## src/rtl/scr_pkg.sv

```systemverilog
// Package: constants shared by the scrambler blocks.
// Assumes the seed is split into a fixed upper pattern and the address.
package scr_pkg;
    localparam int LFSR_W  = 11;
    localparam int ADDR_W  = 5;
    localparam int TAP_HI  = 10;   // output and feedback tap (x^11)
    localparam int TAP_LO  = 8;    // second feedback tap (x^9)
    localparam int UPPER_W = LFSR_W - ADDR_W;
    localparam logic [UPPER_W-1:0] SEED_UPPER = 6'b100101;
endpackage

```

## src/rtl/scr_seed_map.sv

```systemverilog
// Seed map: builds the LFSR start state from the device address.
// Assumes UPPER_PAT is nonzero so the seed can never be all zeros.
module scr_seed_map #(
    parameter int LFSR_W  = scr_pkg::LFSR_W,
    parameter int ADDR_W  = scr_pkg::ADDR_W,
    parameter logic [LFSR_W-ADDR_W-1:0] UPPER_PAT = scr_pkg::SEED_UPPER
) (
    input  logic [ADDR_W-1:0] addr,
    output logic [LFSR_W-1:0] seed
);
    localparam int UW = LFSR_W - ADDR_W;

    generate
        if (UW > 0) begin : g_split
            // Concatenate the fixed upper pattern with the address.
            always_comb seed = {UPPER_PAT, addr};
        end else begin : g_addr_only
            // Address fills the register; force bit 0 so the seed stays nonzero.
            always_comb seed = addr[LFSR_W-1:0] | {{(LFSR_W-1){1'b0}}, 1'b1};
        end
    endgenerate
endmodule

```

## src/rtl/scr_keystream.sv

```systemverilog
// Keystream generator: closed-loop Fibonacci LFSR.
// Loads the seed while reset is low and shifts once per enabled clock.
// Assumes the seed is nonzero; the key bit is the top state bit before the shift.
module scr_keystream #(
    parameter int LFSR_W = scr_pkg::LFSR_W,
    parameter int TAP_HI = scr_pkg::TAP_HI,
    parameter int TAP_LO = scr_pkg::TAP_LO
) (
    input  logic              clk,
    input  logic              rst_n,
    input  logic              adv,
    input  logic [LFSR_W-1:0] seed,
    output logic              key_bit,
    output logic [LFSR_W-1:0] state
);
    logic fb;

    // Feedback from the two polynomial taps.
    always_comb fb = state[TAP_HI] ^ state[TAP_LO];

    // Output tap is the top state bit.
    always_comb key_bit = state[TAP_HI];

    // State register: seed on reset, shift on advance, hold otherwise.
    always_ff @(posedge clk) begin
        if (!rst_n)
            state <= seed;
        else if (adv)
            state <= {state[LFSR_W-2:0], fb};
    end
endmodule

```

## src/rtl/scr_mix_reg.sv

```systemverilog
// Mix register: XORs the data bit with the key bit and registers both.
// Assumes the key bit is presented in the same cycle as the data.
module scr_mix_reg (
    input  logic clk,
    input  logic rst_n,
    input  logic en,
    input  logic data_bit,
    input  logic key_bit,
    output logic mix_q,
    output logic key_q
);
    // Output registers: clear on reset, update on enable, else hold.
    always_ff @(posedge clk) begin
        if (!rst_n) begin
            mix_q <= 1'b0;
            key_q <= 1'b0;
        end else if (en) begin
            mix_q <= data_bit ^ key_bit;
            key_q <= key_bit;
        end
    end
endmodule

```

## src/rtl/seeded_scrambler.sv

```systemverilog
// Top: bit-serial transmit scrambler with an address-derived seed.
// Assumes one input bit per symbol clock, qualified by bit_vld.
// The address is sampled while reset is low.
module seeded_scrambler (
    input  logic                       clk,
    input  logic                       rst_n,
    input  logic                       bit_vld,
    input  logic                       din,
    input  logic [scr_pkg::ADDR_W-1:0] dev_addr,
    output logic                       dout,
    output logic                       ks_tap
);
    localparam int W = scr_pkg::LFSR_W;

    logic [W-1:0] seed_w;
    logic [W-1:0] lfsr_state;
    logic         key_w;

    scr_seed_map u_seed (
        .addr (dev_addr),
        .seed (seed_w)
    );

    scr_keystream u_ks (
        .clk     (clk),
        .rst_n   (rst_n),
        .adv     (bit_vld),
        .seed    (seed_w),
        .key_bit (key_w),
        .state   (lfsr_state)
    );

    scr_mix_reg u_mix (
        .clk      (clk),
        .rst_n    (rst_n),
        .en       (bit_vld),
        .data_bit (din),
        .key_bit  (key_w),
        .mix_q    (dout),
        .key_q    (ks_tap)
    );
endmodule

```

## config.mk

```make
export PLATFORM = sky130hd
export DESIGN_NAME = seeded_scrambler
export DESIGN_NICKNAME = d
export VERILOG_FILES = /design/src/rtl/scr_pkg.sv /design/src/rtl/scr_seed_map.sv /design/src/rtl/scr_keystream.sv /design/src/rtl/scr_mix_reg.sv /design/src/rtl/seeded_scrambler.sv
export SDC_FILE = /design/constraint.sdc
export NUM_CORES = 1
export LEC_CHECK = 0
export ABC_CLOCK_PERIOD_IN_PS = 1900
export BUFFER_PORTS_ARGS = -buffer_cell sky130_fd_sc_hd__buf_2
export CAP_MARGIN = 10
export CORE_AREA = 4 4 41 43
export CTS_CLUSTER_SIZE = 20
export DETAILED_ROUTE_END_ITERATION = 8
export DIE_AREA = 0 0 45 47
export PLACE_DENSITY = 0.75
export RECOVER_POWER = 25
export SLEW_MARGIN = 10
export SYNTH_ARGS = -nofsm -noshare
export SYNTH_HDL_FRONTEND = slang
export SYNTH_HIERARCHICAL = 1
export SYNTH_SLANG_ARGS = --single-unit
```

## constraint.sdc

```tcl
create_clock -name clk -period 1.9 [get_ports clk]
set_input_delay 0.57 -clock clk [delete_from_list [all_inputs] [get_ports clk]]
set_output_delay 0.57 -clock clk [all_outputs]
set_load 0.005 [all_outputs]
```

Word level (Yosys, flattened, before mapping). Cells that the tools add are included.

Word-level logic and storage cells: 9. Output and inout port bits: 2. Bits of input ports: 9. Bits in registers: 13.

Bitwise operators: 2. Mux-type cells: 2. Equal/unequal tests: 1.

Operators with widths (count): $mux W5 (2); $ne A2 B1 Y1 const B (1); $xor A1 B1 Y1 (2).

Depth between registers and ports, before layout.
Word-level depth: 3. Depth in mapped cells: 3. Mapped depth without buffers: 2.

Modules after synthesis. Netlist, hierarchy kept.

Modules (own cells, without submodules): scr_keystream (area an instance 511.7 um^2, cells an instance 27, sequential area each 330.3 um^2, times used 1); scr_seed_map (area an instance 90.1 um^2, cells an instance 13, sequential area each 0.0 um^2, times used 1); scr_mix_reg (area an instance 75.1 um^2, cells an instance 7, sequential area each 40.0 um^2, times used 1).

Worst setup path before layout. No wires, ideal clock.

Path type: in2reg. From: input port rst_n. To: register u_ks.state[0], enable pin. Data arrival time: 0.990 ns. Library setup time: 0.353 ns. Path buffers: 1. Stages on the path: 2. Required time: 1.547 ns. Slack: 0.557 ns. Path through: buf_6 -> nand2b_1.

Longest elaborated chain between the ends: 1.

Ends and longest elaborated chain: from (decl) (RTL line seeded_scrambler.sv:6) `input logic rst_n,`; $ne A2 B1 Y1 (no line); to (signal assigned) (RTL line scr_keystream.sv:29) `state <= {state[LFSR_W-2:0], fb};`; to (decl) (RTL line scr_keystream.sv:14) `output logic [LFSR_W-1:0] state`.

No other way between the ends. A chain may end at the register's enable or synchronous reset.

Worst setup path after layout. Ends and elaborated chain as after synthesis.

==> impl_metrics.env <==
export IMPL_status="completed"
export IMPL_h_tree_depth=1
export IMPL_cts_hold_buf=0
export IMPL_worstMarginPinSlew_ns=0.505
export IMPL_power_total_uw=587
export IMPL_clock_skew_ns=0.00491
export IMPL_port_buffers=10
export IMPL_final_common_cell="edfxtp_1"
export IMPL_fin_crit_ns=1.32
export IMPL_ctsResizeCount=0
export IMPL_drt_pass1_iter_count=2
export IMPL_rows=13
export IMPL_post_drt_via_cell_ratio=4.40
export IMPL_crit_required_ns=1.82
export IMPL_r2r_start="u_ks/state[10]$_DFFE_PP_"
export IMPL_final_area_um2=679
export IMPL_grt_max_degree=16
export IMPL_cts_tree="yes"
export IMPL_wl_per_cell_um=11.3
export IMPL_die_h_um=47
export IMPL_path_cells="buf_2 -> nand2b_1"
export IMPL_cp_num_cells=2
export IMPL_cp_slowest_stage_delay_ns=0.36
export IMPL_ff2ff_setup_slack_ns=0.93
export IMPL_rsz0062_at_grt="false"
export IMPL_fin_nets=62
export IMPL_die_area_mm2=0.00212
export IMPL_wirelength_um=757
export IMPL_drive_above_1_share_pct=42.3
export IMPL_antenna_found_initial=0
export IMPL_grt_pass1_vias=287
export IMPL_clock_sinks=13
export IMPL_synth_area_per_cell_um2=14.6
export IMPL_setup_violations_final=0
export IMPL_root_buffer="clkbuf_4"
export IMPL_cp_top_family="simple AND/OR/NAND/NOR gates"
export IMPL_leakage_nw=0.288
export IMPL_startpoint_type="primary input"
export IMPL_slew_viol_final=0
export IMPL_r2r_cells=2
export IMPL_routabilityCongestion=0.677
export IMPL_cp_max_fo=15
export IMPL_cts_setup_buffers=0
export IMPL_endpoint_kind="register"
export IMPL_ant_nets=0
export IMPL_instances_no_fill=67
export IMPL_layout_setup_ws_ns=0.584
export IMPL_fin_crit_sh_pct=69.3
export IMPL_most_common_layout_cells="11 x edfxtp_1, 10 x buf_2, 6 x conb_1, 5 x mux2_4"
export IMPL_slew_headroom_pct=66.3
export IMPL_min_path_type="primary input to register"
export IMPL_path_class="primary input to register"
export IMPL_clkSlewWorstSetupHoldPaths_ns=0.08
export IMPL_pin_count=11
export IMPL_post_dp_hpwl_um=539
export IMPL_overflow=0
export IMPL_p_per_area_mw_per_mm2=865
export IMPL_via_count=295
export IMPL_max_cap_violations=0
export IMPL_pre_cts_slack_ns=0.275
export IMPL_cts_buffer_depth=2
export IMPL_synthCells=46
export IMPL_cp_data_arrival_time_ns=1.23
export IMPL_fill_cells=125
export IMPL_synth_warnings=6
export IMPL_hold_viol=0
export IMPL_initial_utilization_pct=51.4
export IMPL_syn2layout_area_growth_pct=1.50
export IMPL_fmax_mhz=760
export IMPL_core_mm2=0.00130
export IMPL_post_route_drc_count=0
export IMPL_hold_path_end="u_mix/mix_q$_SDFFE_PN0P_"
export IMPL_die_w_um=45
export IMPL_synth_area_um2=669
export IMPL_crit_buf_inv=1
export IMPL_cts_inserted_buffers=3
export IMPL_first_iter_violations=1
export IMPL_grt_usage_pct=8.58
export IMPL_placed_area_um2=659
export IMPL_ir_drop_v=0.000539
export IMPL_grt_pass1_wl_mm=1.25
export IMPL_rr_endpoint="u_ks/state[0]$_DFFE_PP_"
export IMPL_worst_path_max_delay_cell="nand2b_1"
export IMPL_whs_path_depth=2
export IMPL_clock_latency_ns=0.27
export IMPL_hold_start="bit_vld"
export IMPL_setup_tns_ns=0
export IMPL_antenna_cells=0
export IMPL_placedCellCount=63
==> power breakdown <==
| part | switching [mW] | internal (mW) | leakage [nW] |
|---|---|---|---|
| Sequential | 0.0119 | 0.345 | 0.128 |
| Combinational | 0.0259 | 0.0417 | 0.142 |
| Clock | 0.0849 | 0.0777 | 0.0177 |
==> through the flow <==
step / utilization, % / hold WS [ns]
2_1_floorplan: - / 0.507
3_3_place_gp: 50.7 / 0.500
3_5_place_dp: 50.7 / 0.522
4_1_cts: 52.8 / 0.522
5_1_grt: 52.2 / 0.521
6_report: 52.2 / 0.525
==> flip-flops by register name, summed over array words and instances, names as in the netlist <==
signal       flops
u_ks/state      11
u_mix/key_q      1
u_mix/mix_q      1
==> how the worst max path moves through the flow <==
stage / slack (ns) / start / end
2_1_floorplan: 0.56 / rst_n / u_ks/state[0]$_DFFE_PP_
3_3_place_gp: 0.28 / rst_n / u_ks/state[2]$_DFFE_PP_
3_5_place_dp: 0.28 / rst_n / u_ks/state[2]$_DFFE_PP_
4_1_cts: 0.55 / rst_n / u_ks/state[8]$_DFFE_PP_
5_1_grt: 0.52 / rst_n / u_ks/state[8]$_DFFE_PP_
6_report: 0.58 / rst_n / u_ks/state[0]$_DFFE_PP_
==> routing by layer <==
metal	routed length, µm	global-route usage (%)	vias to the layer above
met1	380	12.2	132
met5	0	0	-
met2	329	11.6	7
met4	0	1.75	0
li1	-	-	156
met3	48	4.60	0
==> cell type report <==
class | instances | area, µm² | area share [%]
flip-flops and latches | 13 | 370 | 54.5
well taps | 15 | 18.8 | 2.76
clock inverters | 1 | 5.00 | 0.737
clock buffers | 3 | 22.5 | 3.31
repair buffers | 10 | 50.0 | 7.37
multi-input cells | 25 | 213 | 31.3
(Power assumes the default switching activity.)
